[config.mk]
export PLATFORM = sky130hd
export DESIGN_NAME = mgmt_strap_serializer
export DESIGN_NICKNAME = d
export VERILOG_FILES = /design/src/rtl/mm_pkg.sv /design/src/rtl/mm_sync2.sv /design/src/rtl/mm_strap.sv /design/src/rtl/mm_frame_ser.sv /design/src/rtl/mm_mgmt_shift.sv /design/src/rtl/mgmt_strap_serializer.sv
export SDC_FILE = /design/constraint.sdc
export NUM_CORES = 1
export LEC_CHECK = 0
export BUFFER_PORTS_ARGS = -buffer_cell sky130_fd_sc_hd__buf_4
export CAP_MARGIN = 20
export CORE_MARGIN = 2
export CORE_UTILIZATION = 38
export CTS_CLUSTER_DIAMETER = 120
export CTS_CLUSTER_SIZE = 24
export DETAILED_ROUTE_END_ITERATION = 6
export PLACE_DENSITY = 0.66
export REMOVE_ABC_BUFFERS = 1
export SYNTH_ARGS = -nofsm -noshare
export SYNTH_HDL_FRONTEND = slang
export SYNTH_SLANG_ARGS = --single-unit
[constraint.sdc]
create_clock -name clk -period 2.2 [get_ports clk]
set_clock_uncertainty 0.1 [all_clocks]
set_input_delay 0.11 -clock clk [delete_from_list [all_inputs] [get_ports clk]]
set_output_delay 0.11 -clock clk [all_outputs]
set_load 0.1 [all_outputs]
[src/rtl/mm_pkg.sv]
package mm_pkg;
  localparam int SEL_W = 2;
  localparam int N_VEC = 1 << SEL_W;
  typedef enum logic [SEL_W-1:0] {
    SEL_RXPOL = 2'd0,
    SEL_RATE  = 2'd1,
    SEL_LINK  = 2'd2,
    SEL_PART  = 2'd3
  } stat_sel_e;
endpackage

[src/rtl/mm_sync2.sv]
module mm_sync2 #(
  parameter int W = 3
) (
  input  logic         clk,
  input  logic [W-1:0] d,
  output logic [W-1:0] q
);
  // Synchronizer flops carry no reset, so pin levels are valid during reset.
  for (genvar g = 0; g < W; g++) begin : g_bit
    logic ff1, ff2;
    always_ff @(posedge clk) begin
      ff1 <= d[g];
      ff2 <= ff1;
    end
    assign q[g] = ff2;
  end
endmodule

[src/rtl/mm_strap.sv]
module mm_strap (
  input  logic clk,
  input  logic rst,
  input  logic mode_in,
  input  logic pol_in,
  output logic min_mode,
  output logic pol_en
);
  logic mode_q, pol_q;

  // Track the straps while reset is held; freeze at release.
  always_ff @(posedge clk) begin
    if (rst) begin
      mode_q <= mode_in;
      pol_q  <= mode_in & pol_in;
    end
  end

  assign min_mode = mode_q;
  assign pol_en   = pol_q;

  p_strap_hold_r2: assert property (@(posedge clk) disable iff (rst)
    !rst |=> ($stable(mode_q) && $stable(pol_q)));
endmodule

[src/rtl/mm_frame_ser.sv]
module mm_frame_ser
  import mm_pkg::*;
#(
  parameter int VEC_W = 9
) (
  input  logic                   clk,
  input  logic                   rst,
  input  logic                   en,
  input  logic [SEL_W-1:0]       sel_now,
  input  logic [N_VEC*VEC_W-1:0] stat_all,
  output logic                   bit_q
);
  localparam int CNT_W = $clog2(VEC_W);
  localparam logic [CNT_W-1:0] LAST = CNT_W'(VEC_W - 1);

  logic [VEC_W-1:0] vecs [N_VEC];
  for (genvar g = 0; g < N_VEC; g++) begin : g_vec
    assign vecs[g] = stat_all[g*VEC_W +: VEC_W];
  end

  stat_sel_e        sel_q;
  logic [CNT_W-1:0] cnt;

  always_ff @(posedge clk) begin
    if (rst || !en) begin
      cnt   <= '0;
      sel_q <= stat_sel_e'(sel_now);
      bit_q <= 1'b0;
    end else if (sel_now != sel_q) begin
      sel_q <= stat_sel_e'(sel_now);
      bit_q <= vecs[sel_now][VEC_W-1];
      cnt   <= CNT_W'(1);
    end else begin
      bit_q <= vecs[sel_q][LAST - cnt];
      cnt   <= (cnt == LAST) ? '0 : cnt + CNT_W'(1);
    end
  end

  p_restart_r6: assert property (@(posedge clk) disable iff (rst || !en)
    (sel_now != sel_q) |=> (cnt == CNT_W'(1)));
  p_wrap_r5: assert property (@(posedge clk) disable iff (rst || !en)
    (sel_now == sel_q && cnt == LAST) |=> (cnt == '0));
  p_cnt_lim_r5: assert property (@(posedge clk) disable iff (rst)
    cnt <= LAST);
endmodule

[src/rtl/mm_mgmt_shift.sv]
module mm_mgmt_shift #(
  parameter int W = 16
) (
  input  logic         clk,
  input  logic         rst,
  input  logic         en,
  input  logic         sclk_s,
  input  logic         sdi_s,
  input  logic         load,
  input  logic [W-1:0] rsp,
  output logic [W-1:0] word,
  output logic         msb
);
  logic sclk_d;
  logic rise;

  always_ff @(posedge clk) sclk_d <= sclk_s;
  assign rise = sclk_s & ~sclk_d;

  always_ff @(posedge clk) begin
    if (rst) begin
      word <= '0;
    end else if (en) begin
      if (load)      word <= rsp;
      else if (rise) word <= {word[W-2:0], sdi_s};
    end
  end

  assign msb = word[W-1];

  p_load_r9: assert property (@(posedge clk) disable iff (rst)
    (en && load) |=> (word == $past(rsp)));
  p_shift_r8: assert property (@(posedge clk) disable iff (rst)
    (en && rise && !load) |=> (word[W-1:1] == $past(word[W-2:0])));
  p_frozen_r10: assert property (@(posedge clk) disable iff (rst)
    !en |=> $stable(word));
endmodule

[src/rtl/mgmt_strap_serializer.sv]
module mgmt_strap_serializer
  import mm_pkg::*;
#(
  parameter int VEC_W  = 9,
  parameter int MGMT_W = 16
) (
  input  logic                   clk,
  input  logic                   rst,
  input  logic                   strap_min,
  input  logic                   sclk,
  input  logic                   sdi,
  input  logic [N_VEC*VEC_W-1:0] stat_all,
  input  logic                   mgmt_load,
  input  logic [MGMT_W-1:0]      mgmt_rsp,
  output logic                   sdo,
  output logic [MGMT_W-1:0]      mgmt_word,
  output logic                   min_mode,
  output logic                   pol_corr_en
);
  logic [2:0] pins_s;
  logic       strap_s, sclk_s, sdi_s;
  logic       ser_bit, mgmt_msb;

  mm_sync2 #(.W(3)) u_sync (
    .clk (clk),
    .d   ({strap_min, sclk, sdi}),
    .q   (pins_s)
  );
  assign {strap_s, sclk_s, sdi_s} = pins_s;

  mm_strap u_strap (
    .clk      (clk),
    .rst      (rst),
    .mode_in  (strap_s),
    .pol_in   (sdi_s),
    .min_mode (min_mode),
    .pol_en   (pol_corr_en)
  );

  mm_frame_ser #(.VEC_W(VEC_W)) u_ser (
    .clk      (clk),
    .rst      (rst),
    .en       (min_mode),
    .sel_now  ({sclk_s, sdi_s}),
    .stat_all (stat_all),
    .bit_q    (ser_bit)
  );

  mm_mgmt_shift #(.W(MGMT_W)) u_mgmt (
    .clk    (clk),
    .rst    (rst),
    .en     (!min_mode),
    .sclk_s (sclk_s),
    .sdi_s  (sdi_s),
    .load   (mgmt_load),
    .rsp    (mgmt_rsp),
    .word   (mgmt_word),
    .msb    (mgmt_msb)
  );

  // Both sources are registers and the mode is static outside reset.
  assign sdo = min_mode ? ser_bit : mgmt_msb;

  p_rst_low_r1: assert property (@(posedge clk) rst |=> !sdo);
endmodule

==> results by group <==
Power and ir drop
  • Peak supply drop: 0.405 mV
  • Leak Pwr: 0.00105 uW
  • Pwr dens: 658 nW/um2

STA
  • Setup TNS Final: 0 ns
  • Worst slew margin relative to its limit: 0.594
  • RSZ-0062 raised after global routing: false
  • Tightest Pin Transition: 0.609 ns
  • Tcrit/Tclk final: 0.896
  • Setup violations, final: 0
  • Hold slack: 0.0571 ns
  • Crit path time final: 1.97 ns
  • Max-slew violations: 0
  • Fmax achieved: 507 MHz
  • Final hold violation count: 0

Clocking
  • CTS root buffer: clkbuf_8
  • H-tree depth: 2
  • Later-pin clock latency in the skew report: 0.28 ns
  • Clk slew on worst S/H paths: 0.06 ns
  • CTS tree: done
  • Number of CTS-inserted buffers: 5
  • Clk sinks: 32
  • CTS Buffer Depth: 2

Worst setup path
  • R2R Setup Slk: 0.23 ns
  • Worst Setup Start Kind: flop
  • Crit Path Max Fanout: 14
  • Worst path buffer plus inverter count: 0
  • CP cell instances: mux2i_1, mux4_2, a311oi_1, a32o_1
  • Worst R2R End: u_ser.bit_q$_SDFF_PP0_
  • Top Family by Delay on Critical Path: flip-flops
  • CP arrival: 2.09 ns
  • CP max-delay cell: edfxtp_1
  • Kind of critical path: flop to flop
  • R2R cell count: 4
  • Slowest stage delay, CP: 0.74 ns
  • FF-to-FF Start: u_ser.sel_q[1]$_DFFE_PP_
  • Worst Path Required: 2.32 ns
  • Nature of the critical path endpoint: flop

Placed design
  • Port Buf Inserts: 76
  • Gpl congestion: 0.716
  • Post-DP HPWL: 2920 um
  • Placed insts: 276

Global routing
  • Vias in the first global route: 1381
  • Met3 Use GR: 0.0375
  • GR Overflow Total: 0
  • Global-route track usage on met2: 0.277
  • Total track usage: 0.159
  • First-pass GRT wire length: 6200 um
  • Initial antenna violation count: 0
  • Pin count of the biggest net entering global routing: 33
  • Busiest grt layer: met2
  • Met1 Usage GRT: 0.183

Die
  • Core footprint: 4290 um2
  • Initial core utilization: 0.388
  • Die height: 70.2 um
  • Chip width: 70.2 um
  • Row count: 24
  • Die area: 4920 um2
  • Io pins: 77

Synth
  • Top-count cell post-synth: dfxtp_1
  • Yosys top cell by area: dfxtp_1
  • Syn Inst Count: 159
  • Synth top area cells: dfxtp_1, mux2i_1, mux4_2
  • Post-synthesis sequential area ratio: 0.409
  • Top cells by count, synth: dfxtp_1, nor2_1, mux2i_1
  • Post-Syn Area: 1660 um2
  • Fraction of registers with async set/reset: 0
  • Seq cells post-synth: 32
  • Number of synthesized flops with an enable pin: 4
  • Share of the synthesized area in the top cell type: 0.337
  • Avg Inst Size Synth: 10.5 um2
  • Count of different cell masters after synthesis: 32
  • Dominant synthesized flop cell: dfxtp_1
  • YS warnings: 0

Route
  • Remaining DRCs: 0
  • Vias: 1415
  • Vias per cell: 4.95
  • Wirelength per Cell: 13.0 um
  • Drt first pass iters: 2
  • Post-DRT Antenna Nets: 0
  • 1st-iter DRT viols: 37
  • Final wirelength: 3710 um

Layout
  • Antenna diodes: 0
  • Final core utilization: 0.550
  • Fraction of layout instances using a drive strength above 1: 0.423
  • Syn-to-layout area delta: 41.8%
  • Final std cells w/o fill: 286
  • Nets: 294

Hold path
  • Hold path cells: 2
  • Type of the tightest min-delay check: primary input to flop
  • Hold Path Origin: rst
  • Hold endpoint: u_mgmt.word[6]$_SDFFE_PP0P_

Job
  • Max_cap viols: 0

Status
  • Status: finished, final reports clean
## worst register-to-register path, stage by stage, from the launching register on
cell	delay, ns
edfxtp_1	0.74
mux2i_1	0.14
mux4_2	0.49
a311oi_1	0.27
a32o_1	0.19
## cells in the final DEF (no fill, tap or decap), drive strengths merged
| master | n |
|---|---|
| mux2 | 6 |
| ha | 2 |
| mux4 | 7 |
| xor2 | 2 |
| nand3 | 1 |
| mux2i | 21 |
| buf | 79 |
| clkbuf | 6 |
| a21boi | 1 |
| o21ai | 4 |
| a211oi | 16 |
| and2 | 3 |
| a21oi | 2 |
| nor3 | 1 |
| dlygate4sd3 | 3 |
| nand2 | 4 |
| dfxtp | 28 |
| clkinv | 1 |
| nand3b | 1 |
| xnor2 | 4 |
| a32o | 1 |
| o22ai | 2 |
| edfxtp | 4 |
| a41o | 1 |
| nor3b | 2 |
| inv | 4 |
| nand2b | 3 |
| a311oi | 1 |
| o221ai | 1 |
| nor2 | 22 |
| nor2b | 1 |
## repair_timing
item                       CTS  global route
hold buffers                 3             0
buffers inserted             0             0
setup endpoints to repair    0             0
hold endpoints to repair     3             0
gates resized for setup      0             0
## cell type report
cell class,count,area [um2]
multi-input cells,109,898
inverters,4,15.0
clock inverters,1,5.00
well taps,52,65.1
flip-flops and latches,32,681
clock buffers,6,72.6
fillers,412,1930
repair buffers,82,623
## sequential cells by signal, summed over array words and instances, names as in the netlist
name and flops:
u_mgmt.sclk_d 1, u_mgmt.word 16, u_ser.bit_q 1, u_ser.cnt 4, u_ser.sel_q 2, u_strap.min_mode 1, u_strap.pol_en 1, u_sync.g_bit.ff1 3
u_sync.g_bit.ff2 3
## routing by layer
| layer | up-vias | share of wire |
|---|---|---|
| li1 | 735 | - |
| met1 | 648 | 0.42 |
| met2 | 22 | 0.53 |
| met3 | 10 | 0.028 |
| met4 | 0 | 0.022 |
| met5 | - | 0 |
## power breakdown
part           internal, uW  total, uW  switching (uW)
logic                   189        477             288
registers               630        667            37.1
clock network           214        408             194
## cell families after synthesis
| kind of cell | count (synthesis) | share of synthesized area |
|---|---|---|
| and+or+nand+nor | 38 | 0.105 |
| muxes | 34 | 0.262 |
| DFF | 32 | 0.409 |
| AOI/OAI and AO/OA | 29 | 0.125 |
| buffers and inverters | 18 | 0.0534 |
| xor gates and xnor gates | 6 | 0.0316 |
| adders and majority gates | 2 | 0.0150 |
## worst max-delay path by stage
stage	from	end	slack [ns]	depth (start not counted)
finish	u_ser.sel_q[1]$_DFFE_PP_	u_ser.bit_q$_SDFF_PP0_	0.23	4
global route	u_ser.sel_q[1]$_DFFE_PP_	u_ser.bit_q$_SDFF_PP0_	0.10	4
CTS	u_ser.sel_q[1]$_DFFE_PP_	u_ser.bit_q$_SDFF_PP0_	0.21	4
detailed placement	u_ser.sel_q[1]$_DFFE_PP_	u_ser.bit_q$_SDFF_PP0_	0.22	4
global placement	u_ser.sel_q[1]$_DFFE_PP_	u_ser.bit_q$_SDFF_PP0_	0.27	4
floorplan	u_strap.min_mode$_DFFE_PP_	u_mgmt.word[0]$_SDFFE_PP0P_	-0.41	3
## through the flow
stage	worst slack [ns]	cell area [um2]	total power (uW)
final	0.229	2360	1550
after floorplan	-0.414	1590	994
after global routing	0.101	2360	1630
after global placement	0.273	2250	1150
after CTS	0.212	2360	1570
after detailed placement	0.225	2250	1160
Note: power is estimated with default switching activity, not from simulation.
